### src/rtl/pf_pkg.sv
package pf_pkg;
  localparam int ADDR_W    = 8;
  localparam int PAY_BYTES = 4;
  localparam int CRC_BYTES = 2;
  localparam int CH_W      = 4;
  localparam logic [ADDR_W-1:0] ADDR_NONE  = 8'h00;
  localparam logic [ADDR_W-1:0] ADDR_BCAST = 8'hFF;

  typedef enum logic [1:0] {
    RXS_LEN   = 2'd0,
    RXS_BODY  = 2'd1,
    RXS_DRAIN = 2'd2
  } rx_state_e;
endpackage

### src/rtl/pf_tx_build.sv
module pf_tx_build #(
  parameter int PAY_BYTES = pf_pkg::PAY_BYTES,
  parameter int CRC_BYTES = pf_pkg::CRC_BYTES
) (
  input  logic                   clk,
  input  logic                   rst,
  input  logic [7:0]             src_addr,
  input  logic                   word_start,
  input  logic [PAY_BYTES*8-1:0] word,
  input  logic [7:0]             dst_addr,
  output logic                   word_ready,
  output logic                   byte_start,
  output logic [7:0]             byte_data,
  input  logic                   byte_ready
);
  localparam int BODY_LEN   = 2 + PAY_BYTES + CRC_BYTES;
  localparam int TOTAL      = BODY_LEN + 1;
  localparam int FRAME_BITS = TOTAL * 8;
  localparam int CNT_W      = $clog2(TOTAL);
  localparam logic [7:0]       LEN_BYTE = 8'(BODY_LEN);
  localparam logic [CNT_W-1:0] CNT_LAST = CNT_W'(TOTAL - 1);

  logic                  busy_q;
  logic [CNT_W-1:0]      cnt_q;
  logic [FRAME_BITS-1:0] frame_q;
  logic                  take_word, take_byte;

  assign take_word  = word_start && !busy_q;
  assign take_byte  = busy_q && byte_ready;
  assign word_ready = !busy_q;
  assign byte_start = busy_q;
  assign byte_data  = frame_q[FRAME_BITS-1 -: 8];

  always_ff @(posedge clk) begin
    if (rst) begin
      busy_q  <= 1'b0;
      cnt_q   <= '0;
      frame_q <= '0;
    end else if (take_word) begin
      busy_q  <= 1'b1;
      cnt_q   <= '0;
      frame_q <= {LEN_BYTE, dst_addr, src_addr, word, {(CRC_BYTES*8){1'b0}}};
    end else if (take_byte) begin
      frame_q <= frame_q << 8;
      cnt_q   <= cnt_q + 1'b1;
      if (cnt_q == CNT_LAST) busy_q <= 1'b0;
    end
  end

  AST_TX_HOLD: assert property (@(posedge clk) disable iff (rst)
    byte_start && !byte_ready |=> byte_start && $stable(byte_data));
  AST_TX_LEN_FIRST: assert property (@(posedge clk) disable iff (rst)
    $rose(byte_start) |-> byte_data == LEN_BYTE);
  AST_TX_NO_REACCEPT: assert property (@(posedge clk) disable iff (rst)
    byte_start && !(byte_ready && cnt_q == CNT_LAST) |=> !word_ready);
endmodule

### src/rtl/pf_rx_filter.sv
module pf_rx_filter #(
  parameter int PAY_BYTES = pf_pkg::PAY_BYTES,
  parameter int CRC_BYTES = pf_pkg::CRC_BYTES
) (
  input  logic                   clk,
  input  logic                   rst,
  input  logic [7:0]             addr_a,
  input  logic [7:0]             addr_b,
  input  logic                   byte_start,
  input  logic [7:0]             byte_data,
  output logic                   byte_ready,
  output logic                   word_start,
  output logic [PAY_BYTES*8-1:0] word,
  output logic [7:0]             src,
  input  logic                   word_ready
);
  import pf_pkg::*;
  localparam int BODY_LEN = 2 + PAY_BYTES + CRC_BYTES;
  localparam int POS_W    = $clog2(BODY_LEN);
  localparam logic [7:0]       LEN_BYTE = 8'(BODY_LEN);
  localparam logic [POS_W-1:0] POS_DST  = POS_W'(0);
  localparam logic [POS_W-1:0] POS_SRC  = POS_W'(1);
  localparam logic [POS_W-1:0] POS_PAY0 = POS_W'(2);
  localparam logic [POS_W-1:0] POS_PAYE = POS_W'(2 + PAY_BYTES);
  localparam logic [POS_W-1:0] POS_LAST = POS_W'(BODY_LEN - 1);

  rx_state_e             st_q;
  logic [POS_W-1:0]      pos_q;
  logic [7:0]            left_q;
  logic [7:0]            dst_q, src_q;
  logic [PAY_BYTES*8-1:0] pay_q, word_q;
  logic                  out_q;
  logic                  take, dst_hit;

  assign byte_ready = !out_q;
  assign take       = byte_start && !out_q;
  assign dst_hit    = (dst_q != ADDR_NONE) &&
                      (dst_q == addr_a || dst_q == addr_b || dst_q == ADDR_BCAST);
  assign word_start = out_q;
  assign word       = word_q;

  always_ff @(posedge clk) begin
    if (rst) begin
      st_q   <= RXS_LEN;
      pos_q  <= '0;
      left_q <= '0;
      dst_q  <= '0;
      src_q  <= '0;
      pay_q  <= '0;
      word_q <= '0;
      src    <= '0;
      out_q  <= 1'b0;
    end else begin
      if (out_q && word_ready) out_q <= 1'b0;
      if (take) begin
        unique case (st_q)
          RXS_LEN: begin
            pos_q <= '0;
            if (byte_data == LEN_BYTE) st_q <= RXS_BODY;
            else if (byte_data != 8'h00) begin
              st_q   <= RXS_DRAIN;
              left_q <= byte_data;
            end
          end
          RXS_BODY: begin
            pos_q <= pos_q + 1'b1;
            if (pos_q == POS_DST) dst_q <= byte_data;
            if (pos_q == POS_SRC) src_q <= byte_data;
            if (pos_q >= POS_PAY0 && pos_q < POS_PAYE)
              pay_q <= {pay_q[PAY_BYTES*8-9:0], byte_data};
            if (pos_q == POS_LAST) begin
              st_q <= RXS_LEN;
              if (dst_hit) begin
                out_q  <= 1'b1;
                word_q <= pay_q;
                src    <= src_q;
              end
            end
          end
          RXS_DRAIN: begin
            left_q <= left_q - 1'b1;
            if (left_q == 8'd1) st_q <= RXS_LEN;
          end
          default: st_q <= RXS_LEN;
        endcase
      end
    end
  end

  AST_RX_HOLD: assert property (@(posedge clk) disable iff (rst)
    word_start && !word_ready |=> word_start && $stable(word) && $stable(src));
  AST_RX_NO_ZERO_DST: assert property (@(posedge clk) disable iff (rst)
    $rose(word_start) |-> dst_q != ADDR_NONE);
  AST_RX_DRAIN_EXIT: assert property (@(posedge clk) disable iff (rst)
    st_q == RXS_DRAIN && take && left_q == 8'd1 |=> st_q == RXS_LEN);
endmodule

### src/rtl/pf_chan_ctl.sv
module pf_chan_ctl #(
  parameter int CH_W = pf_pkg::CH_W
) (
  input  logic            clk,
  input  logic            rst,
  input  logic            req_start,
  input  logic [CH_W-1:0] req_val,
  input  logic            ack,
  output logic [CH_W-1:0] chan,
  output logic            pending
);
  always_ff @(posedge clk) begin
    if (rst) begin
      chan    <= '0;
      pending <= 1'b0;
    end else if (req_start) begin
      chan    <= req_val;
      pending <= 1'b1;
    end else if (ack) begin
      pending <= 1'b0;
    end
  end

  AST_CH_LOAD: assert property (@(posedge clk) disable iff (rst)
    req_start |=> pending && chan == $past(req_val));
  AST_CH_QUIET: assert property (@(posedge clk) disable iff (rst)
    !req_start && !ack |=> $stable(pending) && $stable(chan));
endmodule

### src/rtl/pkt_framer.sv
module pkt_framer #(
  parameter int PAY_BYTES = pf_pkg::PAY_BYTES,
  parameter int CRC_BYTES = pf_pkg::CRC_BYTES,
  parameter int CH_W      = pf_pkg::CH_W
) (
  input  logic                   clk,
  input  logic                   rst,
  input  logic [7:0]             addr_a,
  input  logic [7:0]             addr_b,
  input  logic                   tx_word_start,
  input  logic [PAY_BYTES*8-1:0] tx_word,
  input  logic [7:0]             tx_dst,
  output logic                   tx_word_ready,
  output logic                   txb_start,
  output logic [7:0]             txb_data,
  input  logic                   txb_ready,
  input  logic                   rxb_start,
  input  logic [7:0]             rxb_data,
  output logic                   rxb_ready,
  output logic                   rx_word_start,
  output logic [PAY_BYTES*8-1:0] rx_word,
  output logic [7:0]             rx_src,
  input  logic                   rx_word_ready,
  input  logic                   ch_req_start,
  input  logic [CH_W-1:0]        ch_req_val,
  output logic [CH_W-1:0]        chan,
  output logic                   ch_pending,
  input  logic                   ch_ack
);
  pf_tx_build #(.PAY_BYTES(PAY_BYTES), .CRC_BYTES(CRC_BYTES)) u_tx (
    .clk(clk), .rst(rst), .src_addr(addr_a),
    .word_start(tx_word_start), .word(tx_word), .dst_addr(tx_dst),
    .word_ready(tx_word_ready), .byte_start(txb_start),
    .byte_data(txb_data), .byte_ready(txb_ready)
  );

  pf_rx_filter #(.PAY_BYTES(PAY_BYTES), .CRC_BYTES(CRC_BYTES)) u_rx (
    .clk(clk), .rst(rst), .addr_a(addr_a), .addr_b(addr_b),
    .byte_start(rxb_start), .byte_data(rxb_data), .byte_ready(rxb_ready),
    .word_start(rx_word_start), .word(rx_word), .src(rx_src),
    .word_ready(rx_word_ready)
  );

  pf_chan_ctl #(.CH_W(CH_W)) u_ch (
    .clk(clk), .rst(rst), .req_start(ch_req_start), .req_val(ch_req_val),
    .ack(ch_ack), .chan(chan), .pending(ch_pending)
  );
endmodule

### config.mk
export PLATFORM = sky130hd
export DESIGN_NAME = pkt_framer
export DESIGN_NICKNAME = d
export VERILOG_FILES = /design/src/rtl/pf_pkg.sv /design/src/rtl/pf_tx_build.sv /design/src/rtl/pf_rx_filter.sv /design/src/rtl/pf_chan_ctl.sv /design/src/rtl/pkt_framer.sv
export SDC_FILE = /design/constraint.sdc
export NUM_CORES = 1
export LEC_CHECK = 0
export ABC_AREA = 1
export BUFFER_PORTS_ARGS = -buffer_cell sky130_fd_sc_hd__buf_2
export CORE_UTILIZATION = 56
export DETAILED_ROUTE_END_ITERATION = 16
export GPL_TIMING_DRIVEN = 0
export PLACE_DENSITY_LB_ADDON = 0.2
export REMOVE_ABC_BUFFERS = 1
export SLEW_MARGIN = 10
export SYNTH_ARGS = -nofsm -noshare
export SYNTH_HDL_FRONTEND = slang
export SYNTH_HIERARCHICAL = 1
export SYNTH_SLANG_ARGS = --single-unit
### constraint.sdc
create_clock -name clk -period 1.76 [get_ports clk]
set_input_delay 0.088 -clock clk [delete_from_list [all_inputs] [get_ports clk]]
set_output_delay 0.088 -clock clk [all_outputs]
set_load 0.03 [all_outputs]
==> out/qor.txt, run 1 <==
status -> complete, no violations
Clock Latency Late Sink -> 0.42 ns
final period demand of the worst path -> 1.72 ns
P&R area growth vs syn -> 21.3%
Final HPWL DP -> 10.6 mm
dpl cells -> 1,312
P per Cell Area -> 902 mW/mm²
post-layout net count -> 1,276
root buf cell -> clkbuf_16
Total Wirelength -> 18.9 mm
total chip power -> 8360 µW
vias in the first global route -> 6,254
Ys Warns -> 6
Worst EP required -> 2.08 ns
most common cell after layout, fill and taps aside -> nand3_1
total die area -> 0.0141 mm²
Finished Layout Cells -> 1,379
FP Rows -> 42
DR vias -> 7,234
Pre-antenna DRT Iters -> 6
CTS clock-pin slew for the worst setup and hold paths -> 0.06 ns
DRT iter0 DRCs -> 650
Slew Viols, Final -> 0
Seq/Total Area, Yosys -> 44.0%
Tcrit/Tclk final -> 98.0%
Max transition margin -> 37.4%
Pleak -> 0.00402 µW
TritonCTS clock tree -> yes
Yosys reg bits -> 168
largest net degree at the start of global routing -> 95
Buffers on Ports -> 132
CP max FO -> 9
Cell Area, Placed -> 0.00823 mm²
DR WL/cell -> 13.7 µm
worst clock skew -> 0.00641 ns
synthesized cell area -> 0.00764 mm²
IR drop worst, VDD -> 0.000574 V
share of layout cells above drive strength 1 -> 17.3%
CP Class -> reg2reg
Die H -> 119 µm
remaining antenna violation count -> 0
hold slack final -> 0.0111 ns
worst-margin pin slew -> 0.938 ns
Die X -> 119 µm
starting density of the core -> 57.5%
highest clock rate -> 0.580 GHz
clock sink total -> 168
Unique masters post-synth -> 29
io pins -> 133
Post-route DRC -> 0
total global routing overflow -> 0
Startpoint Class -> flop
Hold WC Path Type -> in2reg
global-route wire length before repair -> 29.2 mm
final hold violation count -> 0
Clock Tree Buf Depth -> 2
Setup TNS -> 0 ns
CORE AREA -> 0.0133 mm²
Worst path max stage delay -> 0.41 ns
n_diodes -> 0
post-synthesis cell count -> 1,080
Worst Path Arrival -> 2.04 ns
maxcap violations -> 0
vias per inst -> 5.25
Setup crit end kind -> flop
CTS Buf Count -> 17
Setup Viol. Count Final -> 0
most frequent cells in the layout -> nand3_1, nand2_1, dfxtp_1, a21oi_1, buf_2
synthesized area per cell -> 7.08 µm²
routability-driven placement congestion ratio -> 0.831
design area -> 0.00927 mm²
GRT Total Usage -> 25.6%
htree depth -> 4
slowest cell on the critical path -> dfxtp_1
antenna violations before repair -> 1
worst-path cell chain -> xnor2_1, nand2_1, nor2_1, nand2_2, nand3_4, buf_4, nand3_1, nand2_1, nor2_1
## worst max-delay path, delay by kind of cell (launching register included)
family / cells / cell delay [ns]
xor gates and xnor gates: 1 / 0.14
and+or+nand+nor: 7 / 0.84
DFF: 1 / 0.41
buffers and inverters: 1 / 0.22
## final cells by class
type / count / area (µm²)
repair buffers: 169 / 1120
fillers: 1149 / 4030
multi-input cells: 707 / 3500
clock inverters: 8 / 98.8
inverters: 129 / 500
well taps: 176 / 220
flip-flops and latches: 168 / 3370
clock buffers: 22 / 464
## report_power, final
| group | total, µW | internal, µW | switching [µW] | leakage [µW] |
|---|---|---|---|---|
| clock | 3580 | 2140 | 1440 | 0.000272 |
| combinational | 814 | 301 | 513 | 0.00239 |
| sequential | 3970 | 3900 | 66.3 | 0.00136 |
## synth_stat cells (all sizes together)
cell type | number | area (µm²)
a21oi | 163 | 823
and3 | 1 | 6.26
buf | 66 | 372
clkbuf | 15 | 56.3
dfxtp | 168 | 3360
ha | 8 | 100
inv | 129 | 487
nand2 | 179 | 687
nand3 | 184 | 941
nand4 | 4 | 25.0
nor2 | 73 | 284
nor3 | 5 | 25.0
o21ai | 71 | 359
o22ai | 1 | 6.26
o31ai | 1 | 7.51
or2 | 2 | 12.5
xnor2 | 10 | 87.6
## layer usage
layer	wire [µm]	GRT usage, %	up-vias
met1	8610	34.0	3240
met5	13	0	-
met4	371	10.1	2
li1	-	-	3736
met2	8650	40.4	227
met3	1240	5.65	29
## logic make-up (layout without fill, tap and decap cells)
| logic type | after synthesis | count (layout) | synth area share [%] |
|---|---|---|---|
| AND/OR/NAND/NOR | 448 | 453 | 25.9 |
| AO/OA/AOI/OAI | 236 | 236 | 15.7 |
| buffers and inverters | 210 | 328 | 12.0 |
| flip-flops | 168 | 168 | 44.0 |
| XOR/XNOR | 10 | 10 | 1.15 |
| adder cells (fa/ha/maj) | 8 | 8 | 1.31 |
## path summary, 6_finish.rpt
check | startpoint | end | slack [ns] | cells after the start
max | u_rx/dst_q[1]$_SDFFE_PP0P_ | u_rx/word[11]$_SDFFE_PP0P_ | 0.04 | 9
min | tx_word[16] | u_tx/frame_q[32]$_SDFFE_PP0P_ | 0.01 | 5
max reg2reg | u_rx/dst_q[1]$_SDFFE_PP0P_ | u_rx/word[11]$_SDFFE_PP0P_ | 0.04 | 9
min reg2reg | u_rx/pay_q[27]$_SDFFE_PP0P_ | u_rx/pay_q[27]$_SDFFE_PP0P_ | 0.45 | 2
## state kept, by name (all words and copies together) (netlist names), 8 cells and up
register	flops
u_rx/dst_q	8
u_rx/left_q	8
u_rx/pay_q	32
u_rx/src	8
u_rx/src_q	8
u_rx/word	32
u_tx/frame_q	56
## through the flow
stage / setup WS, ns / utilization, %
final: 0.0355 / 69.7
after global routing: -0.0414 / 69.7
after CTS: 0.00532 / 68.7
after detailed placement: -0.456 / 61.9
after global placement: -1.91 / 60.9
after floorplan: -0.922 / -
## what timing repair did
| item | in CTS | in global routing |
|---|---|---|
| cloned | 2 | 4 |
| hold buffers | 26 | 0 |
| endpoints found under the hold margin | 21 | 0 |
| pin swaps | 2 | 2 |
| setup buffers | 2 | 3 |
| endpoints found under the setup margin | 99 | 61 |
| gates resized for setup | 9 | 11 |
Note: power is estimated with default switching activity, not from simulation.
==> inputs of run 2 (changes only) <==
==> constraint.sdc (replaced) <==
create_clock -name clk -period 1.7 [get_ports clk]
set_input_delay 0.085 -clock clk [delete_from_list [all_inputs] [get_ports clk]]
set_output_delay 0.085 -clock clk [all_outputs]
set_load 0.03 [all_outputs]
==> out/qor.txt, run 2 (synthesis gave the netlist of run 1 again) <==
status -> complete, no violations (unchanged)
RSZ-0062 raised after global routing -> yes
final worst slack -> 0.0467 ns (was 0.0355 ns)
P per Cell Area -> 925 mW/mm² (was 902 mW/mm²)
share of layout cells above drive strength 1 -> 17.9% (was 17.3%)
Final HPWL DP -> 10.6 mm (unchanged)
Clock Tree Buf Depth -> 2 (unchanged)
Hold WC Path Type -> in2reg (unchanged)
Buf+Inv Stages, Crit Path -> 3 (was 1)
Tcrit/Tclk final -> 97.3% (was 98.0%)
CTS clock-pin slew for the worst setup and hold paths -> 0.06 ns (about the same)
Worst path max stage delay -> 0.42 ns (was 0.41 ns)
Register-to-Register Path Depth -> 6 (was 9)
IR drop worst, VDD -> 0.000593 V (was 0.000574 V)
Startpoint Class -> flop (unchanged)
GRT Total Usage -> 26.2% (was 25.6%)
design area -> 0.00937 mm² (was 0.00927 mm²)
Cell Area, Placed -> 0.00823 mm² (unchanged)
DRT iter0 DRCs -> 688 (was 650)
max FFs per register -> 56 (unchanged)
final period demand of the worst path -> 1.65 ns (was 1.72 ns)
Worst EP required -> 2.04 ns (was 2.08 ns)
Place WS -> -0.516 ns (was -0.456 ns)
Crit path max-delay family -> buffers and inverters (was simple AND/OR/NAND/NOR gates)
most common cell after layout, fill and taps aside -> nand3_1 (unchanged)
worst clock skew -> 0.00632 ns (was 0.00641 ns)
CTS Buf Count -> 17 (unchanged)
maxcap violations -> 0 (unchanged)
Die X -> 119 µm (unchanged)
post-layout util -> 70.5% (was 69.7%)
largest net degree at the start of global routing -> 95 (unchanged)
final hold violation count -> 0 (unchanged)
remaining antenna violation count -> 0 (unchanged)
Die H -> 119 µm (unchanged)
most frequent cells in the layout -> nand3_1, nand2_1, dfxtp_1, a21oi_1, buf_2 (unchanged)
CP Class -> reg2reg (unchanged)
vias in the first global route -> 6,353 (was 6,254)
DR vias -> 7,370 (was 7,234)
Buffers on Ports -> 132 (unchanged)
root buf cell -> clkbuf_16 (unchanged)
io pins -> 133 (unchanged)
Largest Register -> u_tx/frame_q (unchanged)
Pleak -> 0.00405 µW (was 0.00402 µW)
routability-driven placement congestion ratio -> 0.831 (unchanged)
Worst Path Arrival -> 1.99 ns (was 2.04 ns)
FP Rows -> 42 (unchanged)
Levels on crit path -> 6 (was 9)
TritonCTS clock tree -> yes (unchanged)
htree depth -> 4 (unchanged)
slowest cell on the critical path -> dfxtp_4 (was dfxtp_1)
Max transition margin -> 38.8% (was 37.4%)
Setup crit end kind -> flop (unchanged)
total die area -> 0.0141 mm² (unchanged)
CP max FO -> 43 (was 9)
vias per inst -> 5.31 (was 5.25)
CORE AREA -> 0.0133 mm² (unchanged)
dpl cells -> 1,312 (unchanged)
antenna violations before repair -> 1 (unchanged)
worst-margin pin slew -> 0.918 ns (was 0.938 ns)
Total Wirelength -> 19.5 mm (was 18.9 mm)
n_diodes -> 0 (unchanged)
DR WL/cell -> 14.0 µm (was 13.7 µm)
post-layout net count -> 1,285 (was 1,276)
Finished Layout Cells -> 1,388 (was 1,379)
Slew Viols, Final -> 0 (unchanged)
clock sink total -> 168 (unchanged)
Clock Latency Late Sink -> 0.43 ns (was 0.42 ns)
total global routing overflow -> 0 (unchanged)
global-route wire length before repair -> 29.8 mm (was 29.2 mm)
Setup Viol. Count Final -> 0 (unchanged)
highest clock rate -> 0.605 GHz (was 0.580 GHz)
Min-Delay Path Depth -> 5 (unchanged)
P&R area growth vs syn -> 22.6% (was 21.3%)
Pre-antenna DRT Iters -> 5 (was 6)
starting density of the core -> 57.5% (unchanged)
Post-route DRC -> 0 (unchanged)
worst-path cell chain -> buf_16, inv_8, nand2_8, inv_4, nand2_1, a21oi_1 (was xnor2_1, nand2_1, nor2_1, nand2_2, nand3_4, buf_4, nand3_1, nand2_1, nor2_1)
-- run 2: cell types whose count changed in the layout (fill, tap and decap cells not counted), sizes merged --
cell,delta
o21ai,+1
dlygate4sd3,+5
clkbuf,+1
nand3,-1
buf,+3
-- run 2: area by class of cell --
class                   count  area (µm²)
repair buffers            178        1200
clock inverters             8        98.8
inverters                 129         503
multi-input cells         707        3510
clock buffers              22         464
well taps                 176         220
fillers                  1135        3920
flip-flops and latches    168        3370
-- run 2: timing repair --
| item | 4_1_cts | 5_1_grt |
|---|---|---|
| buffers inserted | 2 | 6 |
| hold buffers | 32 | 0 |
| hold endpoints to repair | 26 | 0 |
| pin swaps | 2 | 3 |
| resized for setup | 10 | 17 |
| setup endpoints to repair | 99 | 108 |
| gates cloned | 3 | 4 |
-- run 2: final timing paths --
kind	startpoint	to	slack [ns]
min	tx_dst[6]	u_tx/frame_q[62]$_SDFFE_PP0P_	0.02
max	u_tx/byte_start$_SDFFE_PP0P_	u_tx/frame_q[19]$_SDFFE_PP0P_	0.05
min reg2reg	u_rx/pay_q[25]$_SDFFE_PP0P_	u_rx/pay_q[25]$_SDFFE_PP0P_	0.45
max reg2reg	u_tx/byte_start$_SDFFE_PP0P_	u_tx/frame_q[19]$_SDFFE_PP0P_	0.05
-- run 2: worst min-delay path, stage by stage --
cell     delay, ns
buf_2         0.10
nand3_1       0.07
nand2_1       0.05
inv_1         0.04
a21oi_1       0.05
-- run 2: metal layers --
metal,global-route usage [%],wire length [µm],up-vias
met5,0,13,-
met4,10.0,323,2
met3,5.46,1220,28
met2,41.6,9220,239
met1,34.9,8670,3342
li1,-,-,3759
-- run 2: metrics by stage --
step                TNS (ns)  hold WS [ns]  power, µW
floorplan             -89.81         0.147       4630
global placement     -238.05         0.308       4920
detailed placement    -42.66         0.316       4940
CTS                        0       0.00102       8700
global route          -0.190        0.0254       9000
finish                     0        0.0183       8670
-- run 2: report_power, final --
| group | switching, µW | internal (µW) | total [µW] |
|---|---|---|---|
| logic | 536 | 323 | 859 |
| clock network | 1490 | 2220 | 3700 |
| registers | 68.5 | 4040 | 4110 |
| total | 2090 | 6580 | 8670 |
